File: src/rtl/cdc_slot_pkg.sv
package cdc_slot_pkg;

    localparam int SLOT_W  = 20;
    localparam int CADDR_W = 7;
    localparam int CDATA_W = 16;
    localparam int SEL_W   = 3;
    localparam int RW_BIT  = SLOT_W - 1;
    localparam int ADDR_HI = SLOT_W - 2;
    localparam int DATA_LO = SLOT_W - CDATA_W;

    typedef enum logic [SEL_W-1:0] {
        SEL_S1TX  = 3'd0,
        SEL_S2TX  = 3'd1,
        SEL_S1RX  = 3'd2,
        SEL_S2RX  = 3'd3,
        SEL_FLAGS = 3'd4
    } host_sel_e;

    // bit0 is the last member
    typedef struct packed {
        logic s2_rx_valid;
        logic s1_rx_valid;
        logic s2_rx_busy;
        logic s1_rx_busy;
        logic both_tx_empty;
        logic s2_tx_empty;
        logic s1_tx_empty;
    } slot_flags_t;

    localparam int FLAGS_W = $bits(slot_flags_t);

    typedef struct packed {
        logic               we;
        logic [CADDR_W-1:0] addr;
        logic [CDATA_W-1:0] data;
    } cdc_cmd_t;

    function automatic logic slot_is_read(input logic [SLOT_W-1:0] w);
        return w[RW_BIT];
    endfunction

    function automatic logic [CADDR_W-1:0] slot_addr(input logic [SLOT_W-1:0] w);
        return w[ADDR_HI -: CADDR_W];
    endfunction

    function automatic logic [CDATA_W-1:0] slot_data(input logic [SLOT_W-1:0] w);
        return w[SLOT_W-1 -: CDATA_W];
    endfunction

    function automatic logic [SLOT_W-1:0] rx1_echo(input logic [SLOT_W-1:0] w);
        logic [SLOT_W-1:0] r;
        r         = w;
        r[RW_BIT] = 1'b0;
        return r;
    endfunction

    function automatic logic [SLOT_W-1:0] rx2_pack(input logic [CDATA_W-1:0] d);
        return {d, {DATA_LO{1'b0}}};
    endfunction

endpackage

File: src/rtl/slot_tx_regs.sv
module slot_tx_regs
    import cdc_slot_pkg::*;
(
    input  logic              clk,
    input  logic              rst,
    input  logic              wr_s1,
    input  logic              wr_s2,
    input  logic [SLOT_W-1:0] wword,
    output logic [SLOT_W-1:0] s1_word,
    output logic [SLOT_W-1:0] s2_word,
    output logic              s1_empty,
    output logic              s2_empty
);

    always_ff @(posedge clk) begin
        if (rst) begin
            s1_word  <= '0;
            s2_word  <= '0;
            s1_empty <= 1'b1;
            s2_empty <= 1'b1;
        end else begin
            if (wr_s1) begin
                s1_word  <= wword;
                s1_empty <= 1'b0;
            end
            if (wr_s2) begin
                s2_word  <= wword;
                s2_empty <= 1'b0;
            end
        end
    end

    AST_S1_EMPTY_STICKY: assert property (@(posedge clk) disable iff (rst)
        !s1_empty |=> !s1_empty) else $error("slot-1 TX empty set again");
    AST_S2_EMPTY_STICKY: assert property (@(posedge clk) disable iff (rst)
        !s2_empty |=> !s2_empty) else $error("slot-2 TX empty set again");
    AST_S2_STORE: assert property (@(posedge clk) disable iff (rst)
        wr_s2 |=> (s2_word == $past(wword))) else $error("slot-2 word not stored");

endmodule

File: src/rtl/slot_txn_engine.sv
module slot_txn_engine
    import cdc_slot_pkg::*;
#(
    parameter int READ_LATENCY = 1
)(
    input  logic               clk,
    input  logic               rst,
    input  logic               launch,
    input  logic               launch_read,
    input  logic [CADDR_W-1:0] launch_addr,
    input  logic [CDATA_W-1:0] launch_data,
    output logic               cdc_req,
    output logic               cdc_we,
    output logic [CADDR_W-1:0] cdc_addr,
    output logic [CDATA_W-1:0] cdc_wdata,
    input  logic [CDATA_W-1:0] cdc_rdata,
    output logic               rd_start,
    output logic               rd_done,
    output logic [CDATA_W-1:0] rd_value
);

    cdc_cmd_t cmd_q;
    logic     req_q;

    always_ff @(posedge clk) begin
        if (rst) begin
            req_q <= 1'b0;
            cmd_q <= '0;
        end else begin
            req_q <= launch;
            if (launch) begin
                cmd_q.we   <= ~launch_read;
                cmd_q.addr <= launch_addr;
                cmd_q.data <= launch_data;
            end
        end
    end

    assign cdc_req   = req_q;
    assign cdc_we    = cmd_q.we;
    assign cdc_addr  = cmd_q.addr;
    assign cdc_wdata = cmd_q.data;
    assign rd_start  = launch & launch_read;
    assign rd_value  = cdc_rdata;

    generate
        if (READ_LATENCY == 0) begin : g_lat0
            assign rd_done = req_q & ~cmd_q.we;
        end else begin : g_lat1
            logic pend_q;
            always_ff @(posedge clk) begin
                if (rst) pend_q <= 1'b0;
                else     pend_q <= req_q & ~cmd_q.we;
            end
            assign rd_done = pend_q;
        end
    endgenerate

    AST_REQ_FOLLOWS_LAUNCH: assert property (@(posedge clk) disable iff (rst)
        launch |=> cdc_req) else $error("no request after launch");
    AST_WE_FROM_FLAG: assert property (@(posedge clk) disable iff (rst)
        launch |=> (cdc_we == !$past(launch_read))) else $error("request direction wrong");
    AST_ADDR_FROM_SLOT: assert property (@(posedge clk) disable iff (rst)
        launch |=> (cdc_addr == $past(launch_addr))) else $error("request address wrong");

endmodule

File: src/rtl/slot_rx_regs.sv
module slot_rx_regs
    import cdc_slot_pkg::*;
(
    input  logic               clk,
    input  logic               rst,
    input  logic               rd_start,
    input  logic               rd_done,
    input  logic [CDATA_W-1:0] rd_value,
    input  logic [SLOT_W-1:0]  s1_word,
    input  logic               take_rx1,
    input  logic               take_rx2,
    output logic [SLOT_W-1:0]  rx1_word,
    output logic [SLOT_W-1:0]  rx2_word,
    output logic               busy1,
    output logic               busy2,
    output logic               valid1,
    output logic               valid2
);

    always_ff @(posedge clk) begin
        if (rst) begin
            rx1_word <= '0;
            rx2_word <= '0;
            busy1    <= 1'b0;
            busy2    <= 1'b0;
            valid1   <= 1'b0;
            valid2   <= 1'b0;
        end else begin
            if (rd_start) begin
                busy1 <= 1'b1;
                busy2 <= 1'b1;
            end else if (rd_done) begin
                busy1 <= 1'b0;
                busy2 <= 1'b0;
            end
            if (rd_done) begin
                rx1_word <= rx1_echo(s1_word);
                rx2_word <= rx2_pack(rd_value);
                valid1   <= 1'b1;
                valid2   <= 1'b1;
            end else begin
                if (take_rx1) valid1 <= 1'b0;
                if (take_rx2) valid2 <= 1'b0;
            end
        end
    end

    AST_START_SETS_BUSY: assert property (@(posedge clk) disable iff (rst)
        rd_start |=> (busy1 && busy2)) else $error("busy not set");
    AST_DONE_SETS_VALID: assert property (@(posedge clk) disable iff (rst)
        rd_done |=> (valid1 && valid2 && !busy1 && !busy2)) else $error("completion flags wrong");
    AST_RX1_FLAG_CLEARED: assert property (@(posedge clk) disable iff (rst)
        rd_done |=> !rx1_word[RW_BIT]) else $error("echo kept read flag");
    AST_TAKE_RX1: assert property (@(posedge clk) disable iff (rst)
        (take_rx1 && !rd_done) |=> !valid1) else $error("slot-1 valid not consumed");
    AST_TAKE_RX2: assert property (@(posedge clk) disable iff (rst)
        (take_rx2 && !rd_done) |=> !valid2) else $error("slot-2 valid not consumed");

endmodule

File: src/rtl/slot_read_mux.sv
module slot_read_mux
    import cdc_slot_pkg::*;
#(
    parameter int HOST_W = 32
)(
    input  logic [SEL_W-1:0]  sel,
    input  logic [SLOT_W-1:0] s1_word,
    input  logic [SLOT_W-1:0] s2_word,
    input  logic [SLOT_W-1:0] rx1_word,
    input  logic [SLOT_W-1:0] rx2_word,
    input  slot_flags_t       flags,
    output logic [HOST_W-1:0] rdata
);

    always_comb begin
        rdata = '0;
        unique case (sel)
            SEL_S1TX:  rdata[SLOT_W-1:0]  = s1_word;
            SEL_S2TX:  rdata[SLOT_W-1:0]  = s2_word;
            SEL_S1RX:  rdata[SLOT_W-1:0]  = rx1_word;
            SEL_S2RX:  rdata[SLOT_W-1:0]  = rx2_word;
            SEL_FLAGS: rdata[FLAGS_W-1:0] = flags;
            default:   rdata = '0;
        endcase
    end

endmodule

File: src/rtl/codec_slot_access.sv
module codec_slot_access
    import cdc_slot_pkg::*;
#(
    parameter int HOST_W       = 32,
    parameter int READ_LATENCY = 1
)(
    input  logic               clk,
    input  logic               rst,
    input  logic               host_wr,
    input  logic               host_rd,
    input  logic [SEL_W-1:0]   host_sel,
    input  logic [HOST_W-1:0]  host_wdata,
    output logic [HOST_W-1:0]  host_rdata,
    output logic               cdc_req,
    output logic               cdc_we,
    output logic [CADDR_W-1:0] cdc_addr,
    output logic [CDATA_W-1:0] cdc_wdata,
    input  logic [CDATA_W-1:0] cdc_rdata
);

    logic [SLOT_W-1:0]  wword;
    logic               wr_s1, wr_s2, take_rx1, take_rx2;
    logic [SLOT_W-1:0]  s1_word, s2_word, rx1_word, rx2_word;
    logic               s1_empty, s2_empty;
    logic               rd_start, rd_done;
    logic [CDATA_W-1:0] rd_value;
    logic               busy1, busy2, valid1, valid2;
    slot_flags_t        flags;
    logic               unused_hi;

    assign wword     = host_wdata[SLOT_W-1:0];
    assign unused_hi = ^host_wdata[HOST_W-1:SLOT_W];
    assign wr_s1     = host_wr && (host_sel == SEL_S1TX);
    assign wr_s2     = host_wr && (host_sel == SEL_S2TX);
    assign take_rx1  = host_rd && (host_sel == SEL_S1RX);
    assign take_rx2  = host_rd && (host_sel == SEL_S2RX);

    slot_tx_regs u_tx (
        .clk      (clk),
        .rst      (rst),
        .wr_s1    (wr_s1),
        .wr_s2    (wr_s2),
        .wword    (wword),
        .s1_word  (s1_word),
        .s2_word  (s2_word),
        .s1_empty (s1_empty),
        .s2_empty (s2_empty)
    );

    slot_txn_engine #(.READ_LATENCY(READ_LATENCY)) u_eng (
        .clk         (clk),
        .rst         (rst),
        .launch      (wr_s1),
        .launch_read (slot_is_read(wword)),
        .launch_addr (slot_addr(wword)),
        .launch_data (slot_data(s2_word)),
        .cdc_req     (cdc_req),
        .cdc_we      (cdc_we),
        .cdc_addr    (cdc_addr),
        .cdc_wdata   (cdc_wdata),
        .cdc_rdata   (cdc_rdata),
        .rd_start    (rd_start),
        .rd_done     (rd_done),
        .rd_value    (rd_value)
    );

    slot_rx_regs u_rx (
        .clk      (clk),
        .rst      (rst),
        .rd_start (rd_start),
        .rd_done  (rd_done),
        .rd_value (rd_value),
        .s1_word  (s1_word),
        .take_rx1 (take_rx1),
        .take_rx2 (take_rx2),
        .rx1_word (rx1_word),
        .rx2_word (rx2_word),
        .busy1    (busy1),
        .busy2    (busy2),
        .valid1   (valid1),
        .valid2   (valid2)
    );

    always_comb begin
        flags.s1_tx_empty   = s1_empty;
        flags.s2_tx_empty   = s2_empty;
        flags.both_tx_empty = s1_empty & s2_empty;
        flags.s1_rx_busy    = busy1;
        flags.s2_rx_busy    = busy2;
        flags.s1_rx_valid   = valid1;
        flags.s2_rx_valid   = valid2;
    end

    slot_read_mux #(.HOST_W(HOST_W)) u_mux (
        .sel      (host_sel),
        .s1_word  (s1_word),
        .s2_word  (s2_word),
        .rx1_word (rx1_word),
        .rx2_word (rx2_word),
        .flags    (flags),
        .rdata    (host_rdata)
    );

    AST_REQ_SINGLE: assert property (@(posedge clk) disable iff (rst)
        (cdc_req && !wr_s1) |=> !cdc_req) else $error("request longer than one cycle");
    AST_IGNORED_WRITE: assert property (@(posedge clk) disable iff (rst)
        (host_wr && host_sel != SEL_S1TX && !rd_done) |=> ($stable(rx1_word) && $stable(rx2_word)))
        else $error("receive word changed by host write");

endmodule

File: config.mk
export PLATFORM = sky130hd
export DESIGN_NAME = codec_slot_access
export DESIGN_NICKNAME = d
export VERILOG_FILES = /design/src/rtl/cdc_slot_pkg.sv /design/src/rtl/slot_tx_regs.sv /design/src/rtl/slot_txn_engine.sv /design/src/rtl/slot_rx_regs.sv /design/src/rtl/slot_read_mux.sv /design/src/rtl/codec_slot_access.sv
export SDC_FILE = /design/constraint.sdc
export NUM_CORES = 1
export LEC_CHECK = 0
export ABC_AREA = 1
export BUFFER_PORTS_ARGS = -buffer_cell sky130_fd_sc_hd__buf_2
export CAP_MARGIN = 15
export CELL_PAD_IN_SITES_DETAIL_PLACEMENT = 0
export CELL_PAD_IN_SITES_GLOBAL_PLACEMENT = 1
export CORE_UTILIZATION = 38
export CTS_BUF_LIST = sky130_fd_sc_hd__clkbuf_8
export CTS_CLUSTER_DIAMETER = 150
export DETAILED_ROUTE_END_ITERATION = 7
export GPL_ROUTABILITY_DRIVEN = 1
export PLACE_DENSITY = 0.85
export SLEW_MARGIN = 20
export SYNTH_ARGS = -nofsm -noshare
export SYNTH_HDL_FRONTEND = slang
export SYNTH_SLANG_ARGS = --single-unit
File: constraint.sdc
create_clock -name clk -period 2.31 [get_ports clk]
set_clock_uncertainty 0.2 [all_clocks]
set_input_delay 0.5775 -clock clk [delete_from_list [all_inputs] [get_ports clk]]
set_output_delay 0.5775 -clock clk [all_outputs]
set_load 0.005 [all_outputs]
==> impl_metrics.toml, run 1 <==
[sta]
min_period_over_period = 1.02
max_freq_ghz = 0.426
fin_crit_ns = 2.35
rsz0062_at_grt = "true"
fin_hold_ws_ns = 0.238
fin_ws_ns = -0.0364
tightest_slew_ns = 0.784
max-slew-margin-rel = 0.477
finalHoldViolCount = 0
setup_viol = 10
slew_violations = 0

[route]
avgRoutedWirePerCell_um = 12.3
met1Wirelength_mm = 5.17
wl_met2_mm = 5.95
wl_met3_um = 474
drcViolationCount = 0
via_per_inst = 4.71
drt_first_iter_violations = 217
ant_nets = 0
dr.pass1.iters = 6
highest_layer = "met4"
drt_wl_total_mm = 11.8
via_count = 4528

[global_routing]
grt_use_total = 0.192
grt_antenna_before_repair = 0
grt_pass1_wl_mm = 19.3
grt_pass1_vias = 4195
grt_max_degree = 59
grt-ovfl-total = 0

[cells_and_area]
final_common_cell = "nor2_1"
fin_nets = 864
synthToLayoutAreaGrowth_pct = 22.3
post-route-util = 0.476
drive_gt1_frac = 0.235
fin_cells = 961
fill_cells = 1248
antennaDiodeCount = 0
layout_common_cells = "nor2_1, nand2_1, inv_1, dfxtp_1, buf_2"

[critical_path]
slowest_stage = "nor3_4"
path_cells = "buf_8, buf_12, nor3_4, buf_6, nand2_2, nand2_2, inv_2, nand2_2, buf_2"
critPathTopFamily = "buffers and inverters"
cp-endpoint = "host_rdata[0]"
rr_worst_depth = 3
crit_arrival_ns = 1.57
setup.worst_path.class = "in -> out"
cp.required_ns = 1.53
r2r_setup_slack_ns = 0.82
r2r-start = "u_eng.rd_done$_SDFF_PP0_"
cp_num_cells = 9
crit_fanout = 8
cp-start-kind = "primary input"
crit_start = "host_sel[1]"
crit_path_end_kind = "output pin"
crit_top_cell = "nand2_2"
r2r-end = "u_rx.rx2_word[15]$_SDFFE_PP0P_"
cp_num_buf_inv = 5
cpPeakStageDelay_ns = 0.21

[placement]
dp_slack_ns = -0.144
gp_congestion = 0.839
portBuffers = 87
hpwl_mm = 8.28
dpl.cell_count = 940

[yosys]
synth_top_area_share = 0.424
synth_area_leader_cell = "dfxtp_1"
synth_warnings = 0
synth_seq_cells = 99
ys_types = 19
synth_area_leaders = "dfxtp_1, nand2_1, nor2_1"
yosysSeqAreaShare = 0.424
synth_area_per_cell_um2 = 6.40
postSynthCellCount = 730
syn-cell-area_um2 = 4670

[clock_tree]
cts_tree = "done"
cts_hold_buffers = 0
numCtsBuffers = 9
insertion_delay_ns = 0.37
clock_path_buffers = 2
clk_pin_slew_worst_paths_ns = 0.08
clkSinkCount = 99
clockRootBuffer = "clkbuf_8"
h-tree-depth = 3

[min_path]
whs_path_depth = 3
hold_class = "in -> reg"

[pwr]
vdd_drop_max_mv = 0.248
power_density_nw_per_um2 = 563
power.leakage_uw = 0.00300

[floorplanning]
coreArea_um2 = 12000
fp-row-count = 40
dieWidth_um = 113
fp.dieArea_um2 = 12700
start_util = 0.389
io_pins = 112
die_h_um = 113

[outcome]
outcome = "finished with violations"
violations = "setup timing"

[run]
maxCapViolCount = 0
stage by stage:
stage	cell area [um2]	power, uW	TNS, ns
2_1_floorplan	4710	2020	0
3_3_place_gp	5290	2140	-1.57
3_5_place_dp	5290	2150	-1.50
4_1_cts	5610	3240	-0.000664
5_1_grt	5710	3370	-0.829
6_report	5710	3220	-0.181
layer usage:
layer	vias up	track usage
met4	0	0.0763
met5	-	0
met1	2073	0.232
met2	104	0.342
li1	2336	-
met3	15	0.0268
synthesized netlist by cell type:
cell and number:
a21oi_1 35, buf_1 1, buf_2 18, buf_4 22
clkbuf_1 20, conb_1 1, dfxtp_1 99, inv_1 107
inv_2 2, nand2_1 172, nand2_2 1, nand3_1 19
nand4_1 29, nor2_1 162, nor2_2 2, nor2_4 1
nor3_4 1, o21ai_0 36, o21ai_1 2
registers in the layout, summed over array words and instances (netlist names), 16 cells and up:
signal	count
u_tx.s1_word	20
u_rx.rx1_word	19
u_eng.cdc_wdata	16
u_rx.rx2_word	16
u_tx.s2_word	20
power breakdown:
part	total, uW	switching [uW]	internal, uW
Sequential	1780	28.8	1750
Clock	1080	579	501
Combinational	357	212	145
layout make-up:
class	instances	area (um2)	share of cell area
Timing Repair inverter	1	7.51	0.00131
Timing Repair Buffer	117	791	0.138
Sequential cell	99	1980	0.347
Multi-Input combinational cell	472	2140	0.375
Clock inverter	3	12.5	0.00219
Inverter	109	418	0.0731
Clock buffer	13	179	0.0313
Tap cell	147	184	0.0322
cell families (layout without fill, tap and decap cells):
logic type             Yosys count  after routing  share of synthesized area
AND/OR/NAND/NOR                387            387                      0.338
buffers and inverters          170            243                      0.159
AO/OA/AOI/OAI                   73             73                     0.0782
other                            1             12                   0.000803
flip-flops                      99             99                      0.424
tightest hold or removal path: stages:
cell and delay [ns]:
buf_2 0.08, nor2_1 0.03, nor2_1 0.08
how the worst min path moves through the flow:
stage	slack, ns	endpoint	start
global route	0.24	u_rx.rx2_word[5]$_SDFFE_PP0P_	cdc_rdata[1]
CTS	0.23	u_rx.rx2_word[6]$_SDFFE_PP0P_	cdc_rdata[2]
detailed placement	0.23	u_eng.rd_done$_SDFF_PP0_	u_eng.cdc_req$_SDFF_PP0_
floorplan	0.23	u_eng.rd_done$_SDFF_PP0_	u_eng.cdc_req$_SDFF_PP0_
finish	0.24	u_rx.rx2_word[6]$_SDFFE_PP0P_	cdc_rdata[2]
global placement	0.22	u_eng.rd_done$_SDFF_PP0_	u_eng.cdc_req$_SDFF_PP0_
what timing repair did:
action	in CTS	in global routing
pin swaps	4	15
buffers inserted	3	2
setup endpoints to repair	16	20
cloned	2	0
hold endpoints to repair	0	0
resized for setup	27	50
Power figures use the tool's default switching activity.
==> run 2: changes to the inputs <==
--- a/config.mk
+++ b/config.mk
@@ -10,12 +10,12 @@
 export CAP_MARGIN = 15
 export CELL_PAD_IN_SITES_DETAIL_PLACEMENT = 0
 export CELL_PAD_IN_SITES_GLOBAL_PLACEMENT = 1
-export CORE_UTILIZATION = 38
+export CORE_UTILIZATION = 41
 export CTS_BUF_LIST = sky130_fd_sc_hd__clkbuf_8
 export CTS_CLUSTER_DIAMETER = 150
 export DETAILED_ROUTE_END_ITERATION = 7
 export GPL_ROUTABILITY_DRIVEN = 1
-export PLACE_DENSITY = 0.85
+export PLACE_DENSITY = 0.9
 export SLEW_MARGIN = 20
 export SYNTH_ARGS = -nofsm -noshare
 export SYNTH_HDL_FRONTEND = slang
==> constraint.sdc (replaced) <==
create_clock -name clk -period 2.7 [get_ports clk]
set_clock_uncertainty 0.2 [all_clocks]
set_input_delay 0.54 -clock clk [delete_from_list [all_inputs] [get_ports clk]]
set_output_delay 0.54 -clock clk [all_outputs]
set_load 0.005 [all_outputs]
==> run 2 against run 1 <==
Net effect: the run now ends clean; cell count down 2.4%; sequential power shrank 15%; non-clock buffer count fell by 15; sequential share of layout area up 2.6 points; via count down 3.8%; register-to-register slack improved by 0.35 ns; die area down 7.2%; critical path depth unchanged; core utilization is 0.85 points higher; sequential cell count did not move; critical path type unchanged.
==> impl_metrics.toml, run 2 (synthesized netlist as in run 1, its figures left out) <==
[sta]
slew_violations = 0
rsz0062_at_grt = "false"
tightest_slew_ns = 0.853
max_freq_ghz = 0.399
fin_crit_ns = 2.51
setup_viol = 0
max-slew-margin-rel = 0.431
min_period_over_period = 0.928
setup-tns-final_ns = 0
finalHoldViolCount = 0

[pwr]
p_seq_frac = 0.574
power.leakage_uw = 0.00281
clkPwrFrac = 0.327
p_int_uw = 1970
comb_power_share = 0.099
p_switching_uw = 680
vdd_drop_max_mv = 0.302
switching_share = 0.257
power_density_nw_per_um2 = 498

[critical_path]
cp-start-kind = "primary input"
crit_top_cell = "nand2_1"
cp.required_ns = 1.96
cpPeakStageDelay_ns = 0.37
crit_fanout = 13
path_cells = "buf_2, inv_2, nand2_1, inv_1, nand2_1, nand2_1, inv_1, nand2_1, buf_2"
setup.worst_path.class = "in -> out"
crit_path_end_kind = "output pin"
crit_arrival_ns = 1.77
slowest_stage = "inv_1"

[floorplanning]
die_h_um = 109
start_util = 0.425
dieWidth_um = 109
coreArea_um2 = 11000
fp-row-count = 38
fp.dieArea_um2 = 11800
io_pins = 112

[cells_and_area]
final_common_cell = "nand2_1"
reg_top3 = "u_tx.s1_word x20, u_tx.s2_word x20, u_rx.rx1_word x19"
fill_cells = 1180
antennaDiodeCount = 0
layout_common_cells = "nand2_1, nor2_1, inv_1, dfxtp_1, buf_2"
synthToLayoutAreaGrowth_pct = 13.8
fin_nets = 848
post-route-util = 0.484
drive_gt1_frac = 0.154

[placement]
portBuffers = 87
gp_congestion = 0.806
hpwl_mm = 7.95

[clock_tree]
numCtsBuffers = 9
insertion_delay_ns = 0.37
cts_resized = 0
postCtsSetupBuffers = 0
clk_pin_slew_worst_paths_ns = 0.09
clkSinkCount = 99
cts_tree = "done"
clock_path_buffers = 2
h-tree-depth = 3
clockRootBuffer = "clkbuf_8"
cts_hold_buffers = 0

[global_routing]
grt_max_degree = 94
grt_pass1_wl_mm = 18.4
grt_pass1_vias = 4052
grtUsageMet2 = 0.358
grt_use_met3 = 0.0460
busiest_layer = "met2"
grtUsageMet1 = 0.241
grt-ovfl-total = 0
grt_antenna_before_repair = 0
grt_use_total = 0.201

[route]
dr.pass1.iters = 4
drt_first_iter_violations = 203
drcViolationCount = 0
via_count = 4354
ant_nets = 0
avgRoutedWirePerCell_um = 11.9
via_per_inst = 4.64
drt_wl_total_mm = 11.1

[min_path]
hold_class = "in -> reg"

[outcome]
outcome = "complete, no violations"

[run]
maxCapViolCount = 0
## run 2: cell count changes in the layout (fill, tap and decap cells not counted), sizes merged
cell,delta
buf,-15
clkbuf,-2
inv,+3
clkinvlp,-1
clkinv,-1
## run 2: final cells by class
class                           count  area, um2  share of cell area
Multi-Input combinational cell    472       1990               0.375
Sequential cell                    99       1980               0.373
Clock buffer                       11        151              0.0285
Timing Repair Buffer              102        586               0.110
Inverter                          109        409              0.0769
Clock inverter                      5       22.5             0.00424
Tap cell                          140        175              0.0329
## run 2: power by group through the flow
stage	sequential (uW)	clock, uW	combinational [uW]
floorplan	1550	0	176
global placement	1550	0	259
detailed placement	1550	0	263
CTS	1520	894	264
global route	1520	961	301
finish	1520	866	262
## run 2: stage by stage
step / area [um2] / cells / setup slack [ns] / hold WS (ns) / power, uW
floorplan: 4710 / 741 / 0.623 / 0.233 / 1730
detailed placement: 5140 / 922 / 0.151 / 0.228 / 1820
finish: 5320 / 938 / 0.194 / 0.191 / 2650
global placement: 5140 / 922 / 0.172 / 0.222 / 1810
CTS: 5320 / 938 / 0.152 / 0.177 / 2680
global route: 5320 / 938 / 0.0213 / 0.180 / 2790
## run 2: worst max-delay path: cells and delay by family
family | cells | cell delay [ns]
and+or+nand+nor | 4 | 0.36
buffers and inverters | 5 | 0.86
## run 2: worst paths after layout
path                                         end  slack, ns  cells past startpoint                     start
setup / recovery                  host_rdata[10]       0.19                      9               host_sel[2]
hold / removal     u_rx.rx2_word[5]$_SDFFE_PP0P_       0.19                      3              cdc_rdata[1]
setup reg to reg  u_rx.rx2_word[17]$_SDFFE_PP0P_       1.17                      3  u_eng.rd_done$_SDFF_PP0_
hold reg to reg         u_eng.rd_done$_SDFF_PP0_       0.24                      2  u_eng.cdc_req$_SDFF_PP0_
## run 2: routing by layer
| layer | vias to the layer above | share of wire | wire [um] |
|---|---|---|---|
| met5 | - | 0 | 0 |
| met4 | 0 | 0.014 | 155 |
| met3 | 15 | 0.037 | 414 |
| met2 | 81 | 0.49 | 5430 |
| met1 | 1953 | 0.46 | 5140 |
| li1 | 2305 | - | - |
==> run 3: changes to the inputs <==
--- a/config.mk
+++ b/config.mk
@@ -6,16 +6,16 @@
 export NUM_CORES = 1
 export LEC_CHECK = 0
 export ABC_AREA = 1
-export BUFFER_PORTS_ARGS = -buffer_cell sky130_fd_sc_hd__buf_2
 export CAP_MARGIN = 15
 export CELL_PAD_IN_SITES_DETAIL_PLACEMENT = 0
 export CELL_PAD_IN_SITES_GLOBAL_PLACEMENT = 1
-export CORE_UTILIZATION = 41
+export CORE_UTILIZATION = 39
 export CTS_BUF_LIST = sky130_fd_sc_hd__clkbuf_8
 export CTS_CLUSTER_DIAMETER = 150
 export DETAILED_ROUTE_END_ITERATION = 7
+export DONT_BUFFER_PORTS = 1
 export GPL_ROUTABILITY_DRIVEN = 1
-export PLACE_DENSITY = 0.9
+export PLACE_DENSITY = 0.75
 export SLEW_MARGIN = 20
 export SYNTH_ARGS = -nofsm -noshare
 export SYNTH_HDL_FRONTEND = slang
==> run 3 against run 2 <==
Net effect: the flow now finishes with violations (DRC); cell count decreased by 9.5%; combinational power decreased by 27%; non-clock buffer count decreased by 92; critical path depth decreased by 3; largest cell class unchanged; first-iteration DRC count increased by 16%; cell area decreased by 7.5%; critical endpoint is now host_rdata[15].
==> impl_metrics.toml, run 3 (synthesized netlist as in run 1, its figures left out) <==
[global_routing]
grt_use_total = 0.195
grt_pass1_wl_mm = 19.1
grt_antenna_before_repair = 0
grt-ovfl-total = 0
grt_pass1_vias = 4065
grt_max_degree = 65

[clock_tree]
clockRootBuffer = "clkbuf_8"
clk_pin_slew_worst_paths_ns = 0.08
postCtsSetupBuffers = 0
cts_resized = 0
h-tree-depth = 3
numCtsBuffers = 9
clkSinkCount = 99
clock_path_buffers = 2
insertion_delay_ns = 0.38
cts_tree = "done"

[cells_and_area]
fin_nets = 756
drive_gt1_frac = 0.0467
synthToLayoutAreaGrowth_pct = 5.30
post-route-util = 0.425
final_common_cell = "nand2_1"
antennaDiodeCount = 0
layout_common_cells = "nand2_1, nor2_1, inv_1, dfxtp_1, o21ai_0"
reg_top3 = "u_tx.s1_word x20, u_tx.s2_word x20, u_rx.rx1_word x19"

[placement]
portBuffers = 0
hpwl_mm = 8.17
gp_congestion = 0.819

[route]
drt_wl_total_mm = 11.6
avgRoutedWirePerCell_um = 13.7
dr.pass1.iters = 6
ant_nets = 0
via_per_inst = 4.82
drcViolationCount = 7
drt_first_iter_violations = 236
via_count = 4094

[critical_path]
cp-start-kind = "primary input"
critPathTopFamily = "simple AND/OR/NAND/NOR gates"
crit_fanout = 14
crit_arrival_ns = 1.62
slowest_stage = "nand2_1"
setup.worst_path.class = "in -> out"
cpPeakStageDelay_ns = 0.34
cp.required_ns = 1.96
r2r-end = "u_rx.rx2_word[13]$_SDFFE_PP0P_"
cp_num_buf_inv = 1
path_cells = "inv_2, nor2_4, nand2_1, nor2_1, nor2_1, nand2_1"
r2r-start = "u_eng.rd_done$_SDFF_PP0_"
r2r_setup_slack_ns = 1.13
crit_path_end_kind = "output pin"
rr_worst_depth = 3
cp_num_cells = 6

[pwr]
clkPwrFrac = 0.402
vdd_drop_max_mv = 0.234
power_density_nw_per_um2 = 583
p_int_uw = 2190
power.leakage_uw = 0.00240
p_switching_uw = 676
comb_power_share = 0.066
switching_share = 0.236
p_seq_frac = 0.532

[sta]
slew_violations = 0
tightest_slew_ns = 0.855
min_period_over_period = 0.874
max_freq_ghz = 0.424
max-slew-margin-rel = 0.429
setup-tns-final_ns = 0
setup_viol = 0
fin_crit_ns = 2.36
finalHoldViolCount = 0
rsz0062_at_grt = "false"

[floorplanning]
die_h_um = 111
dieWidth_um = 111
io_pins = 112
fp-row-count = 39
coreArea_um2 = 11600
start_util = 0.404
fp.dieArea_um2 = 12400

[min_path]
min_to = "u_rx.valid2$_SDFFE_PP0P_"
hold_class = "in -> reg"
hold_start = "rst"
whs_path_depth = 1

[outcome]
violations = "DRC"
outcome = "finished with violations"

[run]
maxCapViolCount = 0
==> run 3: power groups by stage <==
stage	clock network (uW)	logic, uW	registers (uW)
4_1_cts	1190	193	1520
2_1_floorplan	0	176	1550
6_report	1150	190	1520
3_5_place_dp	0	189	1560
3_3_place_gp	0	185	1560
5_1_grt	1250	221	1530
==> run 3: layout make-up <==
| type | instances | area, um2 |
|---|---|---|
| Multi-Input combinational cell | 472 | 1990 |
| Timing Repair Buffer | 10 | 115 |
| Sequential cell | 99 | 1980 |
| Clock inverter | 6 | 104 |
| Clock buffer | 10 | 138 |
| Inverter | 109 | 409 |
| Tap cell | 143 | 179 |
| Fill cell | 1268 | 6650 |
==> run 3: through the flow <==
stage	power [uW]	hold WS, ns	instance area, um2	worst slack, ns	std cells
after global placement	1740	0.243	4670	0.340	832
final	2870	0.0269	4920	0.340	849
after detailed placement	1750	0.248	4670	0.314	832
after floorplan	1730	0.233	4710	0.623	741
after CTS	2910	0.00147	4920	0.310	849
after global routing	3000	0.0144	4920	0.228	849
==> run 3: repair_timing <==
action / in CTS / in global routing
endpoints found under the hold margin: 4 / 0
endpoints found under the setup margin: 0 / 0
hold buffers: 1 / 0
==> run 3: metal layers <==
layer | up-vias | share of wire | track usage
met3 | 11 | 0.069 | 0.0588
met4 | 0 | 0.015 | 0.0811
li1 | 2113 | - | -
met5 | - | 0 | 0
met1 | 1889 | 0.40 | 0.204
met2 | 81 | 0.52 | 0.360
==> run 3: how the worst max path moves through the flow <==
stage | from | endpoint | slack [ns]
after floorplan | host_sel[2] | host_rdata[10] | 0.62
after global placement | host_sel[0] | host_rdata[15] | 0.34
after detailed placement | host_sel[0] | host_rdata[15] | 0.31
after CTS | host_sel[0] | host_rdata[15] | 0.31
after global routing | host_sel[0] | host_rdata[10] | 0.23
final | host_sel[0] | host_rdata[15] | 0.34
